<file path="config.mk">
export PLATFORM = sky130hd
export DESIGN_NAME = osc_trim_loop
export DESIGN_NICKNAME = d
export VERILOG_FILES = /design/src/rtl/osc_trim_pkg.sv /design/src/rtl/trim_ref_select.sv /design/src/rtl/trim_window_counter.sv /design/src/rtl/trim_cal_ctrl.sv /design/src/rtl/osc_trim_loop.sv
export SDC_FILE = /design/constraint.sdc
export NUM_CORES = 1
export LEC_CHECK = 0
export BUFFER_PORTS_ARGS = -buffer_cell sky130_fd_sc_hd__buf_4
export CAP_MARGIN = 15
export CORE_MARGIN = 2
export CORE_UTILIZATION = 60
export DETAILED_ROUTE_END_ITERATION = 12
export GPL_TIMING_DRIVEN = 0
export PLACE_DENSITY = 0.8
export SLEW_MARGIN = 20
export SYNTH_ARGS = -nofsm -noshare
export SYNTH_HDL_FRONTEND = slang
export SYNTH_SLANG_ARGS = --single-unit
</file>
<file path="constraint.sdc">
create_clock -name osc_clk -period 7.3 [get_ports osc_clk]
set_input_delay 0.73 -clock osc_clk [delete_from_list [all_inputs] [get_ports osc_clk]]
set_output_delay 0.73 -clock osc_clk [all_outputs]
set_load 0.1 [all_outputs]
</file>
<file path="src/rtl/osc_trim_pkg.sv">
package osc_trim_pkg;

    typedef enum logic [1:0] {
        REF_INT_OSC = 2'd0,
        REF_XTAL    = 2'd1,
        REF_EXT     = 2'd2,
        REF_SOF     = 2'd3
    } ref_src_e;

    localparam logic WR_ADDR_COMP = 1'b0;
    localparam logic WR_ADDR_CAL  = 1'b1;

endpackage

</file>
<file path="src/rtl/trim_ref_select.sv">
module trim_ref_select
    import osc_trim_pkg::*;
#(
    parameter int PRESCALE    = 32,
    parameter int SYNC_STAGES = 2
) (
    input  logic       clk,
    input  logic       rst_n,
    input  logic       run,
    input  logic       ref_int_osc,
    input  logic       ref_xtal,
    input  logic       ref_ext,
    input  logic       ref_sof,
    input  logic [1:0] ref_sel,
    output logic       win_tick
);

    localparam int PRE_W = (PRESCALE > 1) ? $clog2(PRESCALE) : 1;
    localparam logic [PRE_W-1:0] PRE_LAST = PRE_W'(PRESCALE - 1);

    typedef struct packed {
        logic [SYNC_STAGES-1:0] sync;
        logic                   prev;
        logic [PRE_W-1:0]       pre_cnt;
    } sel_state_t;

    sel_state_t s_d, s_q;
    logic raw_ref;
    logic ref_rise;
    logic bypass;
    logic pre_wrap;

    // Reference multiplexer (before the synchronizer)
    always_comb begin
        case (ref_src_e'(ref_sel))
            REF_INT_OSC: raw_ref = ref_int_osc;
            REF_XTAL:    raw_ref = ref_xtal;
            REF_EXT:     raw_ref = ref_ext;
            default:     raw_ref = ref_sof;
        endcase
    end

    always_comb begin
        s_d      = s_q;
        s_d.sync = {s_q.sync[SYNC_STAGES-2:0], raw_ref};
        s_d.prev = s_q.sync[SYNC_STAGES-1];

        ref_rise = s_q.sync[SYNC_STAGES-1] & ~s_q.prev;
        bypass   = (ref_src_e'(ref_sel) == REF_SOF);
        pre_wrap = (s_q.pre_cnt == PRE_LAST);
        win_tick = run & ref_rise & (bypass | pre_wrap);

        if (!run || bypass) begin
            s_d.pre_cnt = '0;
        end else if (ref_rise) begin
            s_d.pre_cnt = pre_wrap ? '0 : s_q.pre_cnt + 1'b1;
        end
    end

    always_ff @(posedge clk) begin
        if (!rst_n) begin
            s_q <= '0;
        end else begin
            s_q <= s_d;
        end
    end

endmodule

</file>
<file path="src/rtl/trim_window_counter.sv">
module trim_window_counter #(
    parameter int CNT_W = 16
) (
    input  logic             clk,
    input  logic             rst_n,
    input  logic             run,
    input  logic             win_tick,
    output logic             meas_valid,
    output logic [CNT_W-1:0] meas_count
);

    localparam logic [CNT_W-1:0] CNT_MAX = {CNT_W{1'b1}};

    typedef struct packed {
        logic [CNT_W-1:0] cnt;
        logic             primed;
    } win_state_t;

    win_state_t s_d, s_q;

    always_comb begin
        s_d        = s_q;
        meas_count = (s_q.cnt == CNT_MAX) ? CNT_MAX : s_q.cnt + 1'b1;
        meas_valid = run & win_tick & s_q.primed;

        if (!run) begin
            s_d.cnt    = '0;
            s_d.primed = 1'b0;
        end else if (win_tick) begin
            s_d.cnt    = '0;
            s_d.primed = 1'b1;
        end else if (s_q.cnt != CNT_MAX) begin
            s_d.cnt = s_q.cnt + 1'b1;
        end
    end

    always_ff @(posedge clk) begin
        if (!rst_n) begin
            s_q <= '0;
        end else begin
            s_q <= s_d;
        end
    end

endmodule

</file>
<file path="src/rtl/trim_cal_ctrl.sv">
module trim_cal_ctrl
    import osc_trim_pkg::*;
#(
    parameter int CNT_W        = 16,
    parameter int CAL_W        = 7,
    parameter int COMP_RST     = 31250,
    parameter int CAL_RST      = 64,
    parameter int LOCK_WINDOWS = 3
) (
    input  logic             clk,
    input  logic             rst_n,
    input  logic             run,
    input  logic             meas_valid,
    input  logic [CNT_W-1:0] meas_count,
    input  logic             wr_en,
    input  logic             wr_addr,
    input  logic [CNT_W-1:0] wr_data,
    output logic [CAL_W-1:0] cal_code,
    output logic             locked
);

    localparam int STREAK_W = $clog2(LOCK_WINDOWS + 1);
    localparam logic [STREAK_W-1:0] STREAK_FULL = STREAK_W'(LOCK_WINDOWS);
    localparam logic [CAL_W-1:0]    CAL_MAX     = {CAL_W{1'b1}};

    typedef struct packed {
        logic [CNT_W-1:0]    comp;
        logic [CAL_W-1:0]    cal;
        logic [STREAK_W-1:0] streak;
    } cal_state_t;

    cal_state_t s_d, s_q;
    logic [CNT_W:0] m_ext, c_ext;
    logic too_slow, too_fast, near;

    always_comb begin
        s_d   = s_q;
        m_ext = {1'b0, meas_count};
        c_ext = {1'b0, s_q.comp};

        too_fast = m_ext > c_ext;
        too_slow = m_ext < c_ext;
        near     = (m_ext <= c_ext + 1'b1) && (m_ext + 1'b1 >= c_ext);

        if (wr_en && wr_addr == WR_ADDR_COMP) begin
            s_d.comp = wr_data;
        end

        if (run) begin
            if (meas_valid) begin
                if (too_fast && s_q.cal != '0) begin
                    s_d.cal = s_q.cal - 1'b1;
                end else if (too_slow && s_q.cal != CAL_MAX) begin
                    s_d.cal = s_q.cal + 1'b1;
                end
                if (!near) begin
                    s_d.streak = '0;
                end else if (s_q.streak != STREAK_FULL) begin
                    s_d.streak = s_q.streak + 1'b1;
                end
            end
        end else begin
            s_d.streak = '0;
            if (wr_en && wr_addr == WR_ADDR_CAL) begin
                s_d.cal = wr_data[CAL_W-1:0];
            end
        end

        cal_code = s_q.cal;
        locked   = (s_q.streak == STREAK_FULL);
    end

    always_ff @(posedge clk) begin
        if (!rst_n) begin
            s_q.comp   <= CNT_W'(COMP_RST);
            s_q.cal    <= CAL_W'(CAL_RST);
            s_q.streak <= '0;
        end else begin
            s_q <= s_d;
        end
    end

endmodule

</file>
<file path="src/rtl/osc_trim_loop.sv">
module osc_trim_loop #(
    parameter int PRESCALE     = 32,
    parameter int CNT_W        = 16,
    parameter int CAL_W        = 7,
    parameter int COMP_RST     = 31250,
    parameter int CAL_RST      = 64,
    parameter int LOCK_WINDOWS = 3
) (
    input  logic             osc_clk,
    input  logic             osc_rst_n,
    input  logic             ref_int_osc,
    input  logic             ref_xtal,
    input  logic             ref_ext,
    input  logic             ref_sof,
    input  logic [1:0]       ref_sel,
    input  logic             loop_en,
    input  logic             wr_en,
    input  logic             wr_addr,
    input  logic [CNT_W-1:0] wr_data,
    output logic [CAL_W-1:0] cal_code,
    output logic             locked
);

    logic             win_tick;
    logic             meas_valid;
    logic [CNT_W-1:0] meas_count;

    trim_ref_select #(
        .PRESCALE    (PRESCALE),
        .SYNC_STAGES (2)
    ) u_ref (
        .clk         (osc_clk),
        .rst_n       (osc_rst_n),
        .run         (loop_en),
        .ref_int_osc (ref_int_osc),
        .ref_xtal    (ref_xtal),
        .ref_ext     (ref_ext),
        .ref_sof     (ref_sof),
        .ref_sel     (ref_sel),
        .win_tick    (win_tick)
    );

    trim_window_counter #(
        .CNT_W (CNT_W)
    ) u_win (
        .clk        (osc_clk),
        .rst_n      (osc_rst_n),
        .run        (loop_en),
        .win_tick   (win_tick),
        .meas_valid (meas_valid),
        .meas_count (meas_count)
    );

    trim_cal_ctrl #(
        .CNT_W        (CNT_W),
        .CAL_W        (CAL_W),
        .COMP_RST     (COMP_RST),
        .CAL_RST      (CAL_RST),
        .LOCK_WINDOWS (LOCK_WINDOWS)
    ) u_cal (
        .clk        (osc_clk),
        .rst_n      (osc_rst_n),
        .run        (loop_en),
        .meas_valid (meas_valid),
        .meas_count (meas_count),
        .wr_en      (wr_en),
        .wr_addr    (wr_addr),
        .wr_data    (wr_data),
        .cal_code   (cal_code),
        .locked     (locked)
    );

endmodule

</file>
==> summary.txt, run 1 <==
Clock network
  – H-tree depth: 2
  – Resized cells post-CTS: 0
  – Reg clk slew, reported paths: 0.11 ns
  – TritonCTS clock tree: done
  – Hold Buf Count CTS: 0
  – CTS sink cnt: 50
  – CTS max path bufs: 2
  – Clk Latency, worst-skew pair: 0.32 ns
  – Root Driver: clkbuf_8
  – Post-CTS setup buffers: 0
  – TritonCTS Buffers: 5

Global route
  – First-pass GRT wire length: between 15000 and 20000 microns
  – Initial antenna violation count: 0
  – Total grt overflow: 0
  – Total track usage: 0.273
  – Largest net degree at the start of global routing: 18
  – Number of global-route vias before repair: 4066

Timing
  – Setup TNS: 0 ns
  – Final worst path period need: 5.35 ns
  – Final Cycle Share: 0.733
  – Worst slew pin tran: roughly 0.66 ns
  – Final Skew: 0.0107 ns
  – Rel. slew slack: 0.550
  – Final Hold Violating Endpoints: 0
  – Final Max Slew Viols: 0
  – RSZ-0062 raised after global routing: no
  – Setup ws final: 1.95 ns
  – Achievable Freq: 187 MHz
  – Final setup viols: 0

Setup path
  – FF-to-FF Start: u_win.s_q[1]$_SDFFE_PP0N_
  – Arrival time worst endpoint: 5.60 ns
  – Reg2Reg Capture Point: u_cal.cal_code[6]$_SDFFE_PN1P_
  – Worst setup path start: u_win.s_q[1]$_SDFFE_PP0N_
  – R2R cell count: 20
  – Reg2Reg Setup Slack: 1.95 ns
  – Worst Path Class, Setup: reg -> reg
  – Worst Setup End Kind: register
  – Crit path launch type: register
  – Worst path required time: 7.54 ns
  – Worst-path maximum fanout: 8

Route
  – First-pass detailed-route iteration total: 5
  – Drt via density: just under 6
  – Residual DRC: 0
  – Vias: 4115
  – Post-route antenna net violation count: 0
  – WL final: 11000 microns
  – Post-detailed-route wirelength per cell: 15.9 microns
  – Iteration-0 DRC count of the detailed router: ~190

Synth
  – Post-synth cell types: 75
  – Synth Warn #: 0
  – Register area share after synthesis: 0.226
  – Post-synth ARST share: 0
  – Syn Nets: 639
  – Post-synthesis cell count: 552
  – Leading area contributor after synthesis: dfxtp_1
  – Top-area cell type share of the netlist area: 0.226
  – Avg Cell Area, Syn: 8.02 sq um
  – Post-synth top cells: ha_1 (59), nand2_1 (57), dfxtp_1 (50)
  – Synth top area cells: dfxtp_1 (23%), ha_1 (17%), xnor2_1 (5.9%)
  – Synthesized cell area: 4430 sq um
  – Synth Register Bits: 50
  – Most instantiated library cell after synthesis: ha_1
  – EDFF count, synth: 0
  – Main flop type after synthesis: dfxtp_1

Floorplan
  – Number of top-level pins: 35
  – Starting Density: 0.614
  – CORE AREA: approximately 7000 sq um
  – Full die area: 8080 sq um
  – Die height: 89.9 microns
  – Die Wd: 89.9 microns
  – Row cnt: 31

Placed design
  – Pre-CTS setup slack: 2.05 ns
  – Final Wtd Congestion: 0.887
  – DP HPWL: 8890 microns
  – Placed cells: just under 700
  – PortBufs: 34
  – Placed Area: 4810 sq um

Layout
  – Antenna cells: 0
  – Fraction of layout cells with a size suffix above 1: 0.138
  – Final Cell Area: 4900 sq um
  – Fillers: 667
  – Area Growth Syn to Fin: 10.6%
  – Final net count: 680
  – Final Non-Filler Cells: ~700

Power and ir drop
  – Maximum VDD drop: 0.0855 mV
  – Lkg Pwr: 2.21 nW
  – Pwr Density: 115 nW/um^2

Job
  – Max-cap violations: 0

Min path
  – Hold WC Path Type: reg -> reg
  – Hold path depth: 1
  – Hold Path Sink: u_ref.s_d[5]$_SDFF_PN0_
  – Hold Path Origin: u_ref.s_d[7]$_SDFF_PN0_

Status
  – Outcome: finished, final reports clean
[worst max path at each step]
stage	depth (start not counted)	to
3_3_place_gp	20	u_cal.cal_code[6]$_SDFFE_PN1P_
3_5_place_dp	20	u_cal.cal_code[6]$_SDFFE_PN1P_
6_report	20	u_cal.cal_code[6]$_SDFFE_PN1P_
2_1_floorplan	20	u_cal.cal_code[6]$_SDFFE_PN1P_
4_1_cts	20	u_cal.cal_code[6]$_SDFFE_PN1P_
5_1_grt	20	u_cal.cal_code[6]$_SDFFE_PN1P_
[worst max-delay path, stage by stage, from the launching register on]
cell and delay (ns):
dfxtp_1 0.49, ha_1 0.27, inv_2 0.10, or4_1 0.56, a31o_1 0.29, inv_1 0.17, ha_1 0.27, a21oi_1 0.14
o21ai_1 0.08, a2111oi_0 0.46, o31ai_1 0.24, o21ai_1 0.38, inv_2 0.16, ha_1 0.35, nor2b_1 0.15, o21a_1 0.18
o21a_1 0.20, o311ai_0 0.39, xnor2_1 0.17, a21oi_1 0.09, a32oi_1 0.15
[per-layer routing]
metal,GRT usage,part of all wire,up-vias
met5,0,0,-
met4,0.0987,0.027,0
met3,0.0277,0.032,25
met2,0.494,0.49,123
met1,0.337,0.45,1912
li1,-,-,2055
[registers in the layout, indices dropped and copies added, names as in the netlist]
| signal | count |
|---|---|
| u_cal.c_ext | 16 |
| u_cal.cal_code | 7 |
| u_cal.s_q | 2 |
| u_ref.s_d | 2 |
| u_ref.s_q | 6 |
| u_win.s_q | 17 |
[cells in the final DEF, fill, tap and decap left out, drive strengths merged, types with 5 or more instances in the layout]
cell type and instances:
a211oi 5, a21o 13, a21oi 40, a31oi 7
and2 11, buf 44, clkbuf 19, dfxtp 50
ha 59, inv 46, mux2i 10, nand2 57
nand2b 6, nand3 24, nand4 15, nor2 38
nor3 18, nor4 9, o211ai 9, o21a 5
o21ai 18, xnor2 30, xor2 6
[cell type report]
class | count | area (sq um) | share of cell area
multi-input cells | 434 | 3090 | 0.631
inverters | 44 | 165 | 0.0337
flip-flops and latches | 50 | 1000 | 0.204
plain buffers | 24 | 173 | 0.0353
repair buffers | 34 | 255 | 0.0521
well taps | 99 | 124 | 0.0253
clock buffers | 5 | 68.8 | 0.0141
clock inverters | 3 | 22.5 | 0.00460
[cells by family (layout without fill, tap and decap cells)]
family          Yosys count  after routing  share of synthesized area
flops                    50             50                      0.226
simple gates            204            204                      0.239
buf+inv                  68            110                     0.0763
mux                      12             12                     0.0311
compound gates          122            122                      0.185
fa+ha+maj                60             60                      0.171
xor+xnor                 36             36                     0.0712
[where the power goes]
group | switching [W] | leakage, nW | internal, W
clock network | 0.000103 | 0.0489 | 0.0000696
logic | 0.0000593 | 1.76 | 0.0000410
registers | 0.00000798 | 0.407 | 0.000280
[through the flow]
stage          hold WS, ns   util  power (W)
2_1_floorplan        0.412      -   0.000359
3_3_place_gp         0.413  0.666   0.000389
3_5_place_dp         0.439  0.666   0.000393
4_1_cts              0.464  0.679   0.000561
5_1_grt              0.493  0.679   0.000581
6_report             0.469  0.679   0.000561
No activity file was read; power rests on OpenSTA's default activity.
==> run 2, diff against run 1 <==
--- a/config.mk
+++ b/config.mk
@@ -5,6 +5,7 @@
 export SDC_FILE = /design/constraint.sdc
 export NUM_CORES = 1
 export LEC_CHECK = 0
+export ABC_AREA = 1
 export BUFFER_PORTS_ARGS = -buffer_cell sky130_fd_sc_hd__buf_4
 export CAP_MARGIN = 15
 export CORE_MARGIN = 2
==> constraint.sdc (replaced) <==
create_clock -name osc_clk -period 5.14 [get_ports osc_clk]
set_input_delay 0.514 -clock osc_clk [delete_from_list [all_inputs] [get_ports osc_clk]]
set_output_delay 0.514 -clock osc_clk [all_outputs]
set_load 0.1 [all_outputs]
==> summary.txt, run 2 <==
Layout
  – Final net count: 815 (+20%)
  – Fillers: 645 (-3.3%)
  – Largest register FFs: 17 (unchanged)
  – Area Growth Syn to Fin: 10.4%
  – Most frequent cells in the layout: nand2_1 (155), inv_1 (110), nor2_1 (68), ha_1 (59), dfxtp_1 (50)
  – Antenna cells: 0 (unchanged)
  – Final Cell Area: 5040 sq um (+3.0%)
  – Commonest non-fill, non-tap cell in the layout: nand2_1
  – Final core utilization: 0.688 (+0.00936)
  – Fraction of layout cells with a size suffix above 1: 0.111 (-0.0269)
  – Top reg by flops: u_win.s_q

Timing
  – Worst slew pin tran: 0.771 ns (+0.114 ns)
  – Final Hold Violating Endpoints: 0 (unchanged)
  – Final Cycle Share: 0.886 (+0.153)
  – Rel. slew slack: 0.484 (-0.0655)
  – Final setup viols: 0 (unchanged)
  – Final Max Slew Viols: 0 (unchanged)
  – Achievable Freq: 220 MHz (+18%)
  – Setup ws final: 0.586 ns (-1.36 ns)
  – Final worst path period need: 4.55 ns (-0.798 ns)
  – WHS: 0.398 ns (-0.0713 ns)
  – Setup TNS: 0 ns (unchanged)
  – Final Skew: 0.0104 ns (-0.000277 ns)
  – RSZ-0062 raised after global routing: no

Route
  – Vias: 4483 (+8.9%)
  – Wire length on met1: 4920 microns (-0.42%)
  – Metal2 WL: 5860 microns (+8.3%)
  – First-pass detailed-route iteration total: 5 (unchanged)
  – Post-route antenna net violation count: 0 (unchanged)
  – WL met3: 315 microns (-11%)
  – Post-detailed-route wirelength per cell: 13.6 microns (-14%)
  – Drt via density: 5.41 (-8.8%)
  – Iteration-0 DRC count of the detailed router: 224 (+16%)
  – Max layer used: met4
  – Residual DRC: 0 (unchanged)
  – WL final: 11300 microns (+2.5%)

Setup path
  – Crit-path max cell delay: 0.41 ns (-0.15 ns)
  – Reg2Reg Setup Slack: 0.59 ns (-1.36 ns)
  – Worst-path maximum fanout: 10 (+2)
  – Reg2Reg Capture Point: u_cal.cal_code[5]$_SDFFE_PN0P_
  – R2R cell count: 24 (+20%)
  – Crit-path most repeated cell: nand2_1
  – Arrival time worst endpoint: 4.78 ns (-0.82 ns)
  – Worst-path cell chain: ha_1 > nand2_2 > nor2_8 > nand2_1 > o21ai_0 > nand2_1 > ha_1 > nand3_1 > nor3_1 > nand2_1 > nand2_1 > nand2_1 > inv_1 > ha_1 > a21o_1 > o21ai_0 > inv_1 > or2_2 > a21oi_1 > nand2_1 > nand2_1 > o21ai_0 > a21oi_1 > nor2_1
  – Worst Path Class, Setup: reg -> reg
  – Crit path launch type: register
  – FF-to-FF Start: u_win.s_q[1]$_SDFFE_PP0N_
  – Worst Setup End Kind: register
  – Slowest CP cell: dfxtp_1
  – Worst path required time: 5.37 ns (-2.17 ns)

Synth
  – Most instantiated library cell after synthesis: nand2_1
  – Register area share after synthesis: 0.219 (-0.00700)
  – Main flop type after synthesis: dfxtp_1
  – EDFF count, synth: 0 (unchanged)
  – Post-synthesis cell count: 687 (+24%)
  – Syn Nets: 774 (+21%)
  – Synth Register Bits: 50 (unchanged)
  – Post-synth ARST share: 0 (unchanged)
  – Leading area contributor after synthesis: dfxtp_1
  – Top-area cell type share of the netlist area: 0.219 (-0.00700)
  – Post-synth top cells: nand2_1 (155), inv_1 (110), nor2_1 (68)
  – Synth Warn #: 0 (unchanged)
  – Avg Cell Area, Syn: 6.65 sq um (-17%)
  – Synthesized cell area: 4570 sq um (+3.2%)
  – Post-synth cell types: 43 (-43%)
  – Synth top area cells: dfxtp_1 (22%), ha_1 (16%), nand2_1 (13%)

Floorplan
  – Full die area: 8330 sq um (+3.0%)
  – Starting Density: 0.623 (+0.00955)
  – CORE AREA: 7330 sq um (+1.6%)
  – Die height: 91.3 microns (+1.5%)
  – Row cnt: 31 (unchanged)
  – Number of top-level pins: 35 (unchanged)
  – Die Wd: 91.3 microns (+1.5%)

Min path
  – Hold Path Sink: u_cal.c_ext[13]$_SDFFE_PN1P_
  – Hold Path Origin: wr_data[13]
  – Hold path depth: 3 (+2)
  – Hold WC Path Type: in -> reg

Clock network
  – Reg clk slew, reported paths: 0.11 ns (about the same)
  – Clk Latency, worst-skew pair: 0.33 ns (about the same)
  – CTS sink cnt: 50 (unchanged)
  – Root Driver: clkbuf_8
  – Resized cells post-CTS: 0 (unchanged)
  – TritonCTS clock tree: done
  – H-tree depth: 2 (unchanged)
  – CTS max path bufs: 2 (unchanged)
  – Post-CTS setup buffers: 0 (unchanged)
  – Hold Buf Count CTS: 0 (unchanged)
  – TritonCTS Buffers: 5 (unchanged)

Placed design
  – Final Wtd Congestion: 0.936 (+5.5%)
  – PortBufs: 34 (unchanged)
  – Pre-CTS setup slack: 0.652 ns (-1.40 ns)
  – Placed Area: 4950 sq um (+2.9%)
  – DP HPWL: 9220 microns (+3.8%)

Global route
  – Total track usage: 0.280 (+0.00666)
  – Largest net degree at the start of global routing: 19 (+1)
  – Number of global-route vias before repair: 4298 (+5.7%)
  – Initial antenna violation count: 0 (unchanged)
  – First-pass GRT wire length: 19100 microns (+3.9%)
  – Total grt overflow: 0 (unchanged)

Power and ir drop
  – Pwr Density: 165 nW/um^2 (+44%)
  – Maximum VDD drop: 0.105 mV (+22%)
  – Lkg Pwr: 2.63 nW (+19%)

Job
  – Max-cap violations: 0 (unchanged)

Status
  – Outcome: finished, final reports clean
[run 2: cell count changes in the layout (fill, tap and decap cells not counted), moves of 7 or more]
cell,delta
xor2_1,+14
xnor2_1,-26
nand3_2,+8
o21ai_0,+20
nor2_1,+30
nor3_1,-7
mux2i_1,-9
a21o_1,-8
nand3_1,+15
nand2_1,+98
inv_1,+69
and2_1,-11
[run 2: cell type report]
type                            instances  area [sq um]  share of cell area
Clock inverter                          3          28.8             0.00570
Timing Repair Buffer                   34           255              0.0506
Multi-Input combinational cell        511          3060               0.607
Inverter                              114           428              0.0848
Tap cell                               99           124              0.0246
Clock buffer                            5          68.8              0.0136
Buffer                                 12          78.8              0.0156
Sequential cell                        50          1000               0.198
[run 2: cells by family (layout without fill, tap and decap cells)]
logic type	count (synthesis)	in the layout	synth area share
AND/OR/NAND/NOR	326	326	0.333
flip-flops	50	50	0.219
adder cells (fa/ha/maj)	60	60	0.166
XOR/XNOR	24	24	0.0460
AO/OA/AOI/OAI	101	101	0.125
buffers and inverters	126	168	0.111
[run 2: worst max-delay path by stage]
| stage | startpoint | endpoint | depth (start not counted) |
|---|---|---|---|
| floorplan | u_win.s_q[1]$_SDFFE_PP0N_ | u_cal.cal_code[5]$_SDFFE_PN0P_ | 27 |
| global placement | u_win.s_q[1]$_SDFFE_PP0N_ | u_cal.cal_code[5]$_SDFFE_PN0P_ | 24 |
| detailed placement | u_win.s_q[1]$_SDFFE_PP0N_ | u_cal.cal_code[5]$_SDFFE_PN0P_ | 24 |
| CTS | u_win.s_q[1]$_SDFFE_PP0N_ | u_cal.cal_code[5]$_SDFFE_PN0P_ | 24 |
| global route | u_win.s_q[3]$_SDFFE_PP0N_ | u_cal.cal_code[5]$_SDFFE_PN0P_ | 25 |
| finish | u_win.s_q[1]$_SDFFE_PP0N_ | u_cal.cal_code[5]$_SDFFE_PN0P_ | 24 |
[run 2: stage by stage]
step	power, W	std cells
floorplan	0.000526	687
global placement	0.000571	820
detailed placement	0.000577	820
CTS	0.000830	828
global route	0.000870	828
finish	0.000832	828
[run 2: worst max-delay path: cells and delay by family, from the launching register on]
| family | cells | cell delay, ns |
|---|---|---|
| AOI/OAI and AO/OA | 6 | 0.95 |
| buffers and inverters | 2 | 0.28 |
| DFF | 1 | 0.41 |
| and+or+nand+nor | 13 | 1.93 |
| adders and majority gates | 3 | 0.89 |
[run 2: report_power, final]
| group | leakage (nW) | switching (W) | internal, W |
|---|---|---|---|
| Combinational | 2.17 | 0.0000999 | 0.0000588 |
| Clock | 0.0506 | 0.000159 | 0.000102 |
| Sequential | 0.408 | 0.0000120 | 0.000400 |
[run 2: routing by layer]
metal,global-route usage,up-vias
met5,0,-
met4,0.0770,0
met3,0.0349,15
met2,0.531,81
met1,0.327,2057
li1,-,2330
==> run 3, diff against run 2 <==
--- a/config.mk
+++ b/config.mk
@@ -12,6 +12,7 @@
 export CORE_UTILIZATION = 60
 export DETAILED_ROUTE_END_ITERATION = 12
 export GPL_TIMING_DRIVEN = 0
+export MAX_ROUTING_LAYER = met4
 export PLACE_DENSITY = 0.8
 export SLEW_MARGIN = 20
 export SYNTH_ARGS = -nofsm -noshare
==> summary.txt, run 3 (synthesized netlist as in run 2, its figures left out) <==
Setup path
  – Crit path launch type: register
  – Worst-path cell chain: ha_1 > nand2_2 > nor2_8 > nand2_1 > o21ai_0 > nand2_1 > ha_1 > nand3_1 > nor3_1 > nand2_1 > nand2_1 > nand2_1 > inv_1 > ha_1 > a21o_1 > o21ai_0 > inv_1 > or2_2 > a21oi_1 > nand2_1 > nand2_1 > o21ai_0 > a21oi_1 > nor2_1
  – Crit-path most repeated cell: nand2_1
  – Slowest CP cell: dfxtp_1
  – Worst path required time: 5.37 ns (about the same)
  – Worst Path Class, Setup: reg -> reg
  – Worst-path maximum fanout: 10 (unchanged)
  – Crit-path max cell delay: 0.41 ns (about the same)
  – Worst Setup End Kind: register
  – Arrival time worst endpoint: 4.74 ns (-0.04 ns)

Clock network
  – Reg clk slew, reported paths: 0.11 ns (about the same)
  – Clk Latency, worst-skew pair: 0.32 ns (about the same)
  – CTS max path bufs: 2 (unchanged)
  – TritonCTS Buffers: 5 (unchanged)
  – Hold Buf Count CTS: 0 (unchanged)
  – H-tree depth: 2 (unchanged)
  – CTS sink cnt: 50 (unchanged)
  – Root Driver: clkbuf_8
  – Post-CTS setup buffers: 0 (unchanged)
  – Resized cells post-CTS: 0 (unchanged)
  – TritonCTS clock tree: done

Min path
  – Hold WC Path Type: in -> reg

Status
  – Outcome: finished, final reports clean

Layout
  – Largest register FFs: 17 (unchanged)
  – Commonest non-fill, non-tap cell in the layout: nand2_1
  – Antenna cells: 0 (unchanged)
  – Area Growth Syn to Fin: 10.4% (unchanged)
  – Final net count: 815 (unchanged)
  – Top reg by flops: u_win.s_q
  – Fraction of layout cells with a size suffix above 1: 0.111 (unchanged)
  – Most frequent cells in the layout: nand2_1 (155), inv_1 (110), nor2_1 (68), ha_1 (59), dfxtp_1 (50)

Timing
  – Final Cycle Share: 0.879 (-0.00704)
  – Final Skew: 0.0149 ns (+0.00455 ns)
  – Worst slew pin tran: 0.792 ns (+0.0214 ns)
  – Setup TNS: 0 ns (unchanged)
  – Achievable Freq: 221 MHz (+0.80%)
  – Final worst path period need: 4.52 ns (-0.0362 ns)
  – RSZ-0062 raised after global routing: no
  – Final setup viols: 0 (unchanged)
  – Final Hold Violating Endpoints: 0 (unchanged)
  – Rel. slew slack: 0.470 (-0.0143)
  – Final Max Slew Viols: 0 (unchanged)

Route
  – Residual DRC: 0 (unchanged)
  – First-pass detailed-route iteration total: 4 (-1)
  – Drt via density: 5.40 (-0.31%)
  – Post-route antenna net violation count: 0 (unchanged)
  – Vias: 4469 (-0.31%)
  – Iteration-0 DRC count of the detailed router: 154 (-31%)
  – WL final: 11000 microns (-2.3%)
  – Post-detailed-route wirelength per cell: 13.3 microns (-2.3%)

Power and ir drop
  – Pwr Density: 163 nW/um^2 (-0.98%)
  – Maximum VDD drop: 0.138 mV (+32%)
  – Lkg Pwr: 2.63 nW (about the same)
  – Total Power Consumption: 0.000824 W (-0.98%)

Global route
  – Number of global-route vias before repair: 4475 (+4.1%)
  – Largest net degree at the start of global routing: 19 (unchanged)
  – Initial antenna violation count: 0 (unchanged)
  – Total grt overflow: 0 (unchanged)
  – Total track usage: 0.284 (+0.00422)
  – First-pass GRT wire length: 19200 microns (+0.58%)

Floorplan
  – Full die area: 8330 sq um (unchanged)
  – Starting Density: 0.623 (unchanged)
  – Die Wd: 91.3 microns (unchanged)
  – Die height: 91.3 microns (unchanged)
  – Row cnt: 31 (unchanged)
  – Number of top-level pins: 35 (unchanged)
  – CORE AREA: 7330 sq um (unchanged)

Placed design
  – DP HPWL: 9160 microns (-0.74%)
  – Final Wtd Congestion: 0.946 (+1.0%)
  – PortBufs: 34 (unchanged)

Job
  – Max-cap violations: 0 (unchanged)
-- run 3: stage by stage --
stage	hold WS (ns)	std cells	util	instance area, sq um	setup WS, ns
floorplan	0.390	687	-	4570	1.35
global placement	0.395	820	0.675	4950	0.760
detailed placement	0.403	820	0.675	4950	0.620
CTS	0.416	828	0.688	5040	0.602
global route	0.423	828	0.688	5040	0.141
finish	0.412	828	0.688	5040	0.622
-- run 3: where the power goes --
part	switching [W]	internal, W	total, W
registers	0.0000118	0.000400	0.000412
clock network	0.000152	0.000101	0.000254
logic	0.0000993	0.0000588	0.000158
-- run 3: final cells by class --
type                            instances  area [sq um]
Clock buffer                            5          68.8
Buffer                                 12          78.8
Multi-Input combinational cell        511          3060
Fill cell                             679          2290
Clock inverter                          3          28.8
Inverter                              114           428
Sequential cell                        50          1000
Tap cell                               99           124
Timing Repair Buffer                   34           255
-- run 3: critical path: cells and delay by family, from the launching register on --
kind	cells	cell delay, ns
DFF	1	0.41
and+or+nand+nor	13	1.90
AOI/OAI and AO/OA	6	0.98
buffers and inverters	2	0.28
adders and majority gates	3	0.87
-- run 3: worst paths after layout --
check,start,to,slack (ns),cells after the start
setup / recovery,u_win.s_q[1]$_SDFFE_PP0N_,u_cal.cal_code[5]$_SDFFE_PN0P_,0.62,24
hold reg to reg,u_ref.s_d[7]$_SDFF_PN0_,u_ref.s_d[5]$_SDFF_PN0_,0.43,2
hold / removal,wr_data[12],u_cal.c_ext[12]$_SDFFE_PN1P_,0.41,3
setup reg to reg,u_win.s_q[1]$_SDFFE_PP0N_,u_cal.cal_code[5]$_SDFFE_PN0P_,0.62,24
-- run 3: layer usage --
metal / track usage / share of wire
met1: 0.330 / 0.44
met2: 0.531 / 0.52
met3: 0.0241 / 0.024
met4: 0.0619 / 0.013
met5: - / 0
